===== config.mk =====
export PLATFORM = sky130hd
export DESIGN_NAME = seg_guard
export DESIGN_NICKNAME = d
export VERILOG_FILES = /design/src/rtl/seg_guard.sv
export SDC_FILE = /design/constraint.sdc
export NUM_CORES = 1
export LEC_CHECK = 0
export ABC_AREA = 1
export BUFFER_PORTS_ARGS = -buffer_cell sky130_fd_sc_hd__buf_2
export CAP_MARGIN = 30
export CORE_MARGIN = 2
export CORE_UTILIZATION = 45
export CTS_CLUSTER_SIZE = 20
export DETAILED_ROUTE_END_ITERATION = 7
export PLACE_DENSITY = 0.75
export SYNTH_ARGS = -nofsm -noshare
export SYNTH_HDL_FRONTEND = slang
export SYNTH_SLANG_ARGS = --single-unit

===== constraint.sdc =====
create_clock -name clk -period 2.7 [get_ports clk]
set_clock_uncertainty 0.1 [all_clocks]
set_input_delay 0.54 -clock clk [delete_from_list [all_inputs] [get_ports clk]]
set_output_delay 0.54 -clock clk [all_outputs]
set_load 0.01 [all_outputs]

===== src/rtl/seg_guard.sv =====
module seg_guard #(
  parameter logic [7:0] NP_VEC = 8'd11,
  parameter logic [7:0] GP_VEC = 8'd13
) (
  input  logic        clk,
  input  logic        rst_n,
  input  logic        sel_wr,
  input  logic [15:0] sel_in,
  input  logic [31:0] gtab_base,
  input  logic [31:0] ltab_base,
  output logic        mem_req,
  output logic        mem_we,
  output logic [31:0] mem_addr,
  output logic [31:0] mem_wdata,
  input  logic [31:0] mem_rdata,
  input  logic        mem_ack,
  output logic        busy,
  input  logic        acc_valid,
  input  logic [1:0]  acc_kind,
  input  logic [31:0] acc_off,
  input  logic [1:0]  acc_cpl,
  output logic        res_valid,
  output logic        res_fault,
  output logic [7:0]  res_vec,
  output logic [31:0] res_lin
);
  typedef enum logic [1:0] {S_IDLE, S_LO, S_HI, S_WB} st_t;
  localparam logic [1:0] K_RD = 2'd0, K_WR = 2'd1, K_EX = 2'd2;

  st_t         st;
  logic [15:0] c_sel;
  logic        c_ok, c_g;
  logic [31:0] c_base, f_addr, t_lo, t_hi;
  logic [19:0] c_lim;
  logic [7:1]  c_acc;

  assign busy      = st != S_IDLE;
  assign mem_req   = busy;
  assign mem_we    = st == S_WB;
  assign mem_addr  = (st == S_LO) ? f_addr : f_addr + 32'd4;
  assign mem_wdata = t_hi | 32'h0000_0100;

  wire load_go = sel_wr && !busy && !(c_ok && sel_in == c_sel);

  always_ff @(posedge clk or negedge rst_n) begin
    if (!rst_n) begin
      st <= S_IDLE; c_sel <= '0; c_ok <= 1'b0; c_g <= 1'b0;
      c_base <= '0; c_lim <= '0; c_acc <= '0;
      f_addr <= '0; t_lo <= '0; t_hi <= '0;
    end else begin
      case (st)
        S_IDLE: if (load_go) begin
          c_sel  <= sel_in;
          c_ok   <= 1'b0;
          f_addr <= (sel_in[2] ? ltab_base : gtab_base) + {16'b0, sel_in[15:3], 3'b000};
          st     <= S_LO;
        end
        S_LO: if (mem_ack) begin
          t_lo <= mem_rdata;
          st   <= S_HI;
        end
        S_HI: if (mem_ack) begin
          t_hi   <= mem_rdata;
          c_base <= {mem_rdata[31:24], mem_rdata[7:0], t_lo[31:16]};
          c_lim  <= {mem_rdata[19:16], t_lo[15:0]};
          c_g    <= mem_rdata[23];
          c_acc  <= mem_rdata[15:9];
          c_ok   <= 1'b1;
          st     <= mem_rdata[8] ? S_IDLE : S_WB;
        end
        default: if (mem_ack) st <= S_IDLE;
      endcase
    end
  end

  wire [31:0] lim_eff = c_g ? {c_lim, 12'hFFF} : {12'h000, c_lim};
  wire        is_code = c_acc[3];
  wire        perm    = c_acc[1];
  wire [1:0]  lvl     = (acc_cpl > c_sel[1:0]) ? acc_cpl : c_sel[1:0];
  wire        priv_bad = lvl > c_acc[6:5];
  wire        type_bad = !c_acc[4] || acc_kind == 2'd3 ||
                         (is_code ? (acc_kind == K_WR || (acc_kind == K_RD && !perm))
                                  : (acc_kind == K_EX || (acc_kind == K_WR && !perm)));
  wire        lim_bad  = (!is_code && c_acc[2]) ? (acc_off <= lim_eff) : (acc_off > lim_eff);
  wire [7:0]  vec      = !c_acc[7] ? NP_VEC : (priv_bad || type_bad || lim_bad) ? GP_VEC : 8'd0;

  always_ff @(posedge clk or negedge rst_n) begin
    if (!rst_n) begin
      res_valid <= 1'b0; res_fault <= 1'b0; res_vec <= '0; res_lin <= '0;
    end else begin
      res_valid <= acc_valid && !busy;
      if (acc_valid && !busy) begin
        res_vec   <= vec;
        res_fault <= vec != 8'd0;
        res_lin   <= c_base + acc_off;
      end
    end
  end

  a_r1_hi_follows_lo: assert property (@(posedge clk) disable iff (!rst_n)
    (st == S_LO && mem_ack) |=> (mem_req && !mem_we && mem_addr == $past(mem_addr) + 32'd4));
  a_r1_req_held: assert property (@(posedge clk) disable iff (!rst_n)
    (mem_req && !mem_ack) |=> (mem_req && $stable(mem_addr)));
  a_r2_same_sel_quiet: assert property (@(posedge clk) disable iff (!rst_n)
    (sel_wr && !busy && c_ok && sel_in == c_sel) |=> !mem_req);
  a_r9_no_redundant_wb: assert property (@(posedge clk) disable iff (!rst_n)
    (st == S_HI && mem_ack && mem_rdata[8]) |=> !mem_req);
  a_r10_no_result_busy: assert property (@(posedge clk) disable iff (!rst_n)
    (acc_valid && busy) |=> !res_valid);
  a_r6_not_present: assert property (@(posedge clk) disable iff (!rst_n)
    (acc_valid && !busy && !c_acc[7]) |=> (res_valid && res_fault && res_vec == NP_VEC));
endmodule


==> summary.txt, run 1 <==
Synthesis
  – Top_reg_cell synth: dfrtp_1
  – EDFF count, synth: 0
  – Yosys top cell area share: 37.4%
  – Mean Syn Cell Area: 7.59 sq um
  – Netlist cell types: 48
  – Mapped Cells: 1603
  – Ys async rst share: 100%
  – Synth warn: 0
  – Synth area leaders: dfrtp_1, nand2_1, ha_1
  – Cell taking the most area after synthesis: dfrtp_1
  – Post-Synthesis Cell Area: 12200 sq um
  – Sequential area share after synthesis: 37.4%
  – Synthesis-stage register bit count: 182

Timing
  – # setup viols final: 21
  – Worst slew margin: 64.1%
  – Unrepaired setup endpoints after global routing: true
  – Slew @ Worst Pin: 0.537 ns
  – Fin. max-slew vios: 0
  – Crit share post-route: 110%
  – Fin. Hold Viols: 0
  – Setup WS post-layout: -0.270 ns
  – Min cycle time layout: 2.97 ns
  – Fmax: 337 MHz

Global route
  – Global-route met2 utilization: 44.4%
  – Initial antenna violation count: 3
  – First-pass GRT wire length: 58200 microns
  – Vias in the first global route: 11300
  – GRT busiest layer: met2
  – GRT Util Overall: 26.2%
  – Gr ovfl total: 0
  – Largest net degree at the start of global routing: 91
  – Met1 usage: 33.9%
  – GR Layer Usage met3: 3.97%

Drt
  – Antenna Violating Nets Remaining: 0
  – Drt wl/cell: 16.6 microns
  – Remaining routing DRC violations: 0
  – Via density: 5.23
  – DR pass1 iterations: 8
  – Total number of vias: 11800
  – Initial DRC count: 868
  – Routed WL: 37500 microns

Power
  – Maximum vdd drop: 0.510 mV
  – Static leakage: 7.96 nW
  – Net Sw Frac: 44.8%
  – Psw: 7.01 mW
  – Pwr dens: 1030 nW/um^2
  – Sequential power share: 32.7%
  – Power share of the clock group: 16.7%
  – Int Pwr: 8.65 mW
  – Combinational power share: 50.6%

Worst setup path
  – Crit path capture type: output port
  – Slowest cell on the critical path: dfrtp_1
  – Critical path type: register to output port
  – Cell mode on critical path: nor2_4
  – Crit path cell chain: buf_4 -> nand2_2 -> inv_2 -> nand3_4 -> nor2_4 -> nand2_4 -> buf_4 -> nor2_4 -> nand3_4 -> nor2_4 -> xor2_2 -> buf_2
  – CP Launch Type: register
  – Buf+Inv Stages, Crit Path: 4
  – CP top delay family: simple AND/OR/NAND/NOR gates
  – Arr. time, crit path: 2.33 ns
  – Required time worst endpoint: 2.06 ns
  – Slowest stage delay, CP: 0.39 ns
  – Worst Path Max Fanout: 3

Place
  – Buffers on Ports: 256
  – Routability cong.: 0.967
  – DP HPWL: 29400 microns
  – Placed Cells: 2182
  – Worst slack at placement: -0.232 ns

Die
  – Die Height: 168 microns
  – FP Rows: 60
  – Initial Util: 45.5%
  – Number of placed I/O pins: 262
  – Die area: 28400 sq um
  – Core area: 26700 sq um
  – Die X: 168 microns

Cells and area
  – Most frequent cells in the layout: nand2_1, buf_2, dfrtp_1
  – Layout Area Growth over Synthesis: 24.8%
  – Filler cell count: 2479
  – Reg area: 4560 sq um
  – Commonest non-fill, non-tap cell in the layout: nand2_1
  – Final-stage net count: 2133
  – Area taken by multi-input logic gates: 6970 sq um
  – Finished Layout Cells: 2252
  – Share of cells above drive strength 1: 26.1%

CTS
  – Num CTS Buffers: 17
  – H-Tree Depth: 4
  – Clock latency at the later pin of the worst-skew pair: 0.45 ns
  – Clock root buffer: clkbuf_16
  – Clock Path Buffers: 2
  – Clock transition at path regs: 0.08 ns
  – TritonCTS clock tree: built
  – Clock tree sinks: 182

Job
  – Max-cap viol count: 0

Run status
  – Outcome: finished with violations
  – Failing checks: setup timing

Min path
  – Min-delay worst type: input pin to register
-- per-layer routing --
metal | vias to the layer above | part of all wire, % | wire length, microns
met4 | 4 | 3.7 | 1380
li1 | 5811 | - | -
met5 | - | 0.075 | 28
met3 | 88 | 5.7 | 2150
met2 | 402 | 48 | 17900
met1 | 5463 | 43 | 16000
-- tightest hold or removal path, stage by stage --
cell	delay, ns
buf_2	0.10
nand2_1	0.05
o21ai_1	0.06
-- state kept, by name, indices dropped and copies added (netlist names) --
signal,flops
t_lo,32
t_hi,15
c_lim,16
f_addr,32
res_lin,32
res_valid,1
res_vec,3
c_ok,1
st,2
c_sel,16
c_base,32
-- power by group through the flow --
stage / Clock [mW] / Combinational (mW) / Sequential, mW
after floorplan: 0 / 5.00 / 4.89
after global placement: 0 / 7.17 / 5.08
after detailed placement: 0 / 7.32 / 5.14
after CTS: 2.65 / 7.63 / 5.08
after global routing: 2.75 / 8.90 / 5.26
final: 2.61 / 7.92 / 5.12
-- kinds of logic after synthesis --
kind of cell / after synthesis / synth area share (%)
xor+xnor: 69 / 4.97
other cells: 2 / 0.0617
flops: 182 / 37.4
simple gates: 729 / 25.3
fa+ha+maj: 84 / 8.76
compound gates: 272 / 11.7
mux: 41 / 3.68
buf+inv: 224 / 8.10
-- layout make-up --
type	instances	area share (%)
well taps	341	2.81
flip-flops and latches	182	30.0
multi-input cells	1200	45.9
repair buffers	345	13.4
inverters	150	3.71
clock inverters	15	1.25
clock buffers	17	2.80
diodes	2	0.0330
-- synthesized netlist by cell type (2+ instances only) --
cell type	instances
a211oi_1	2
a21boi_0	2
a21o_1	5
a21oi_1	71
a31oi_1	2
buf_1	3
buf_2	13
buf_4	32
clkbuf_1	25
clkinv_1	2
conb_1	2
dfrtp_1	182
fa_1	2
ha_1	82
inv_1	140
inv_2	8
mux2_2	30
mux2i_1	11
nand2_1	463
nand2_2	4
nand3_1	70
nand3_2	2
nand3b_1	7
nand4_1	25
nor2_1	106
nor2_2	3
nor2_4	2
nor3_1	19
nor3_2	3
nor4_1	6
o21a_1	6
o21ai_0	122
o21ai_1	53
o21bai_1	5
or2_0	3
or2_2	11
xnor2_1	33
xor2_1	36
-- worst paths after layout --
path	slack (ns)	cells after the start	startpoint	endpoint
worst max-delay path	-0.27	12	f_addr[3]$_DFFE_PN0P_	mem_addr[15]
worst min-delay path	0.25	3	sel_in[0]	c_sel[0]$_DFFE_PN0P_
worst max register to register	0.36	13	c_base[0]$_DFFE_PN0P_	res_lin[30]$_DFFE_PN0P_
worst min register to register	0.38	2	res_lin[16]$_DFFE_PN0P_	res_lin[16]$_DFFE_PN0P_
max in group asynchronous	1.22	3	rst_n	f_addr[11]$_DFFE_PN0P_
min in group asynchronous	0.52	2	rst_n	res_lin[8]$_DFFE_PN0P_
-- what timing repair did --
| item | CTS | global route |
|---|---|---|
| pin swaps | 13 | 24 |
| buffers inserted | 22 | 13 |
| endpoints found under the setup margin | 19 | 25 |
| endpoints found under the hold margin | 35 | 0 |
| gates resized for setup | 35 | 47 |
| hold buffers | 1 | 0 |
| gates cloned | 0 | 0 |
-- stage by stage --
step                      instance area, sq um  hold slack (ns)  power (mW)  setup TNS [ns]  util, %
after floorplan                          12200            0.144        9.88               0        -
after global routing                     15200            0.264        16.9           -5.50     56.8
after detailed placement                 14000            0.361        12.5           -1.86     52.2
after CTS                                14900            0.233        15.4           -2.43     55.7
after global placement                   14000            0.357        12.3          -0.530     52.2
final                                    15200            0.246        15.7           -3.23     56.8
Note: power is estimated with default switching activity, not from simulation.
==> run 2: changes to the inputs <==
==> constraint.sdc (replaced) <==
create_clock -name clk -period 3.5 [get_ports clk]
set_clock_uncertainty 0.1 [all_clocks]
set_input_delay 0.7 -clock clk [delete_from_list [all_inputs] [get_ports clk]]
set_output_delay 0.7 -clock clk [all_outputs]
set_load 0.01 [all_outputs]
==> run 2 against run 1 <==
The flow now finishes without violations. Sequential share of layout area grew 1.9 points. Utilization is 3.5 points lower. Flip-flop and latch count unchanged. Count of clock-buffer cells in the layout unchanged. Non-clock buffer count shrank 71.
==> summary.txt, run 2 (same netlist as run 1, synthesis figures left out) <==
Place
  – Buffers on Ports: 256 (unchanged)
  – Post-Place Cell Area: 13700 sq um (-2.2%)
  – Routability cong.: 0.908 (-6.1%)
  – Worst slack at placement: 0.234 ns (+0.466 ns)
  – DP HPWL: 29100 microns (-1.1%)

Power
  – Pwr dens: 802 nW/um^2 (-22%)
  – Maximum vdd drop: 0.311 mV (-39%)
  – Static leakage: 7.47 nW (-6.1%)
  – Combinational power share: 48.4% (-2.2 points)
  – Psw: 5.21 mW (-26%)
  – Power share of the clock group: 16.9% (+0.2 points)
  – Int Pwr: 6.22 mW (-28%)
  – Net Sw Frac: 45.6% (+0.83 points)
  – Sequential power share: 34.8% (+2.1 points)

CTS
  – Num CTS Buffers: 17 (unchanged)
  – Clock tree sinks: 182 (unchanged)
  – TritonCTS clock tree: built
  – Number of post-CTS setup repair buffers: 0 (-100%)
  – Clock transition at path regs: 0.08 ns (about the same)
  – Clock Path Buffers: 2 (unchanged)
  – CTS-repair resized insts: 0 (-100%)
  – Hold_buf cts: 0 (-1)
  – Clock latency at the later pin of the worst-skew pair: 0.44 ns (about the same)
  – H-Tree Depth: 4 (unchanged)
  – Clock root buffer: clkbuf_16

Global route
  – Vias in the first global route: 10900 (-3.8%)
  – Initial antenna violation count: 2 (-1)
  – GRT Util Overall: 25.5% (-0.71 points)
  – Global-route met2 utilization: 42.2% (-2.2 points)
  – Met1 usage: 33.7% (-0.10 points)
  – First-pass GRT wire length: 56800 microns (-2.4%)
  – Gr ovfl total: 0 (unchanged)
  – GRT busiest layer: met2
  – Largest net degree at the start of global routing: 88 (-3.3%)
  – GR Layer Usage met3: 4.25% (+0.28 points)

Cells and area
  – Final-stage net count: 2062 (-3.3%)
  – Final Cell Area: 14200 sq um (-6.2%)
  – Layout Area Growth over Synthesis: 17.1%
  – Final core occ: 53.3% (-3.5 points)
  – Share of cells above drive strength 1: 20.5% (-5.6 points)
  – Most frequent cells in the layout: nand2_1, buf_2, dfrtp_1
  – Commonest non-fill, non-tap cell in the layout: nand2_1
  – Filler cell count: 2512 (+1.3%)

Timing
  – Worst slew margin: 48.6% (-16 points)
  – Fin Setup TNS: 0 ns (+3.23 ns)
  – Slew @ Worst Pin: 0.772 ns (+0.234 ns)
  – Fin. Hold Viols: 0 (unchanged)
  – # setup viols final: 0 (-100%)
  – Fin. max-slew vios: 0 (unchanged)
  – Hold slack: 0.200 ns (-0.0454 ns)
  – Crit share post-route: 95.1%
  – Fmax: 300 MHz
  – Setup WS post-layout: 0.171 ns (+0.441 ns)
  – Min cycle time layout: 3.33 ns

Die
  – Number of placed I/O pins: 262 (unchanged)
  – FP Rows: 60 (unchanged)
  – Die Height: 168 microns (unchanged)
  – Die area: 28400 sq um (unchanged)
  – Initial Util: 45.5% (unchanged)
  – Core area: 26700 sq um (unchanged)
  – Die X: 168 microns (unchanged)

Drt
  – Total number of vias: 11300 (-3.7%)
  – Remaining routing DRC violations: 0 (unchanged)
  – Routed WL: 36100 microns (-3.6%)
  – Drt wl/cell: 16.6 microns (-0.40%)
  – Initial DRC count: 792 (-8.8%)
  – Via density: 5.20 (-0.56%)
  – DR pass1 iterations: 6 (-2)
  – Antenna Violating Nets Remaining: 0 (unchanged)

Worst setup path
  – Buf+Inv Stages, Crit Path: 2 (-2)
  – Arr. time, crit path: 2.53 ns (+0.20 ns)
  – Critical path type: register to output port
  – Worst Path Max Fanout: 12 (+9)
  – Slowest cell on the critical path: dfrtp_2
  – Crit path capture type: output port
  – Crit path cell chain: inv_2 -> nand2_4 -> nand3_1 -> nor2_2 -> nand2_1 -> nor3_1 -> nand4_1 -> nor2_2 -> nand3_1 -> xor2_1 -> buf_2
  – CP top delay family: simple AND/OR/NAND/NOR gates
  – CP Launch Type: register
  – Required time worst endpoint: 2.70 ns (+0.64 ns)
  – Cell count of the worst reg-to-reg path: 14 (+1)
  – Slowest stage delay, CP: 0.43 ns (+0.04 ns)
  – Crit path depth: 11 (-1)

Min path
  – Min-delay worst type: input pin to async pin

Run status
  – Outcome: completed

Job
  – Max-cap viol count: 0 (unchanged)
[run 2: cell count changes in the layout (fill, tap and decap cells not counted), moves of 4 or more]
cell,previous run,this run
nor2_4,12,2
o21ai_0,118,122
nand2_2,14,5
nand2_4,5,1
o21ai_2,8,1
nor2_1,96,106
xor2_1,32,36
nand2_1,448,461
nand3_4,5,1
buf_4,82,15
[run 2: power groups by stage]
stage | combinational, mW | clock [mW] | sequential [mW]
floorplan | 3.85 | 0 | 3.77
global placement | 5.36 | 0 | 3.95
detailed placement | 5.50 | 0 | 3.99
CTS | 5.53 | 1.96 | 3.96
global route | 6.23 | 2.04 | 4.09
finish | 5.53 | 1.93 | 3.97
[run 2: final cells by class]
class | instances | area (sq um) | area share, %
Antenna cell | 1 | 2.50 | 0.0176
Multi-Input combinational cell | 1200 | 6660 | 46.7
Timing Repair Buffer | 274 | 1460 | 10.3
Clock buffer | 17 | 425 | 2.99
Clock inverter | 15 | 154 | 1.08
Sequential cell | 182 | 4560 | 32.0
Inverter | 150 | 563 | 3.95
Tap cell | 341 | 427 | 2.99
[run 2: worst paths after layout]
check / startpoint / end / slack, ns
min: rst_n / res_lin[7]$_DFFE_PN0P_ / 0.20
min reg2reg: res_lin[20]$_DFFE_PN0P_ / res_lin[20]$_DFFE_PN0P_ / 0.38
max: st[1]$_DFFE_PN0P_ / mem_addr[25] / 0.17
min in group clk: res_lin[20]$_DFFE_PN0P_ / res_lin[20]$_DFFE_PN0P_ / 0.38
max in group asynchronous: rst_n / c_lim[13]$_DFFE_PN0P_ / 2.28
max reg2reg: c_sel[1]$_DFFE_PN0P_ / res_vec[2]$_DFFE_PN0P_ / 0.74
[run 2: layer usage]
layer  routed length, microns  share of wire, %
met5                       11             0.030
met4                     1230               3.4
met3                     2200               6.1
met2                    16900                47
met1                    15700                44
[run 2: metrics by stage]
step | cells | total power, mW
floorplan | 1606 | 7.62
global placement | 2146 | 9.31
detailed placement | 2147 | 9.49
CTS | 2179 | 11.5
global route | 2179 | 12.4
finish | 2180 | 11.4
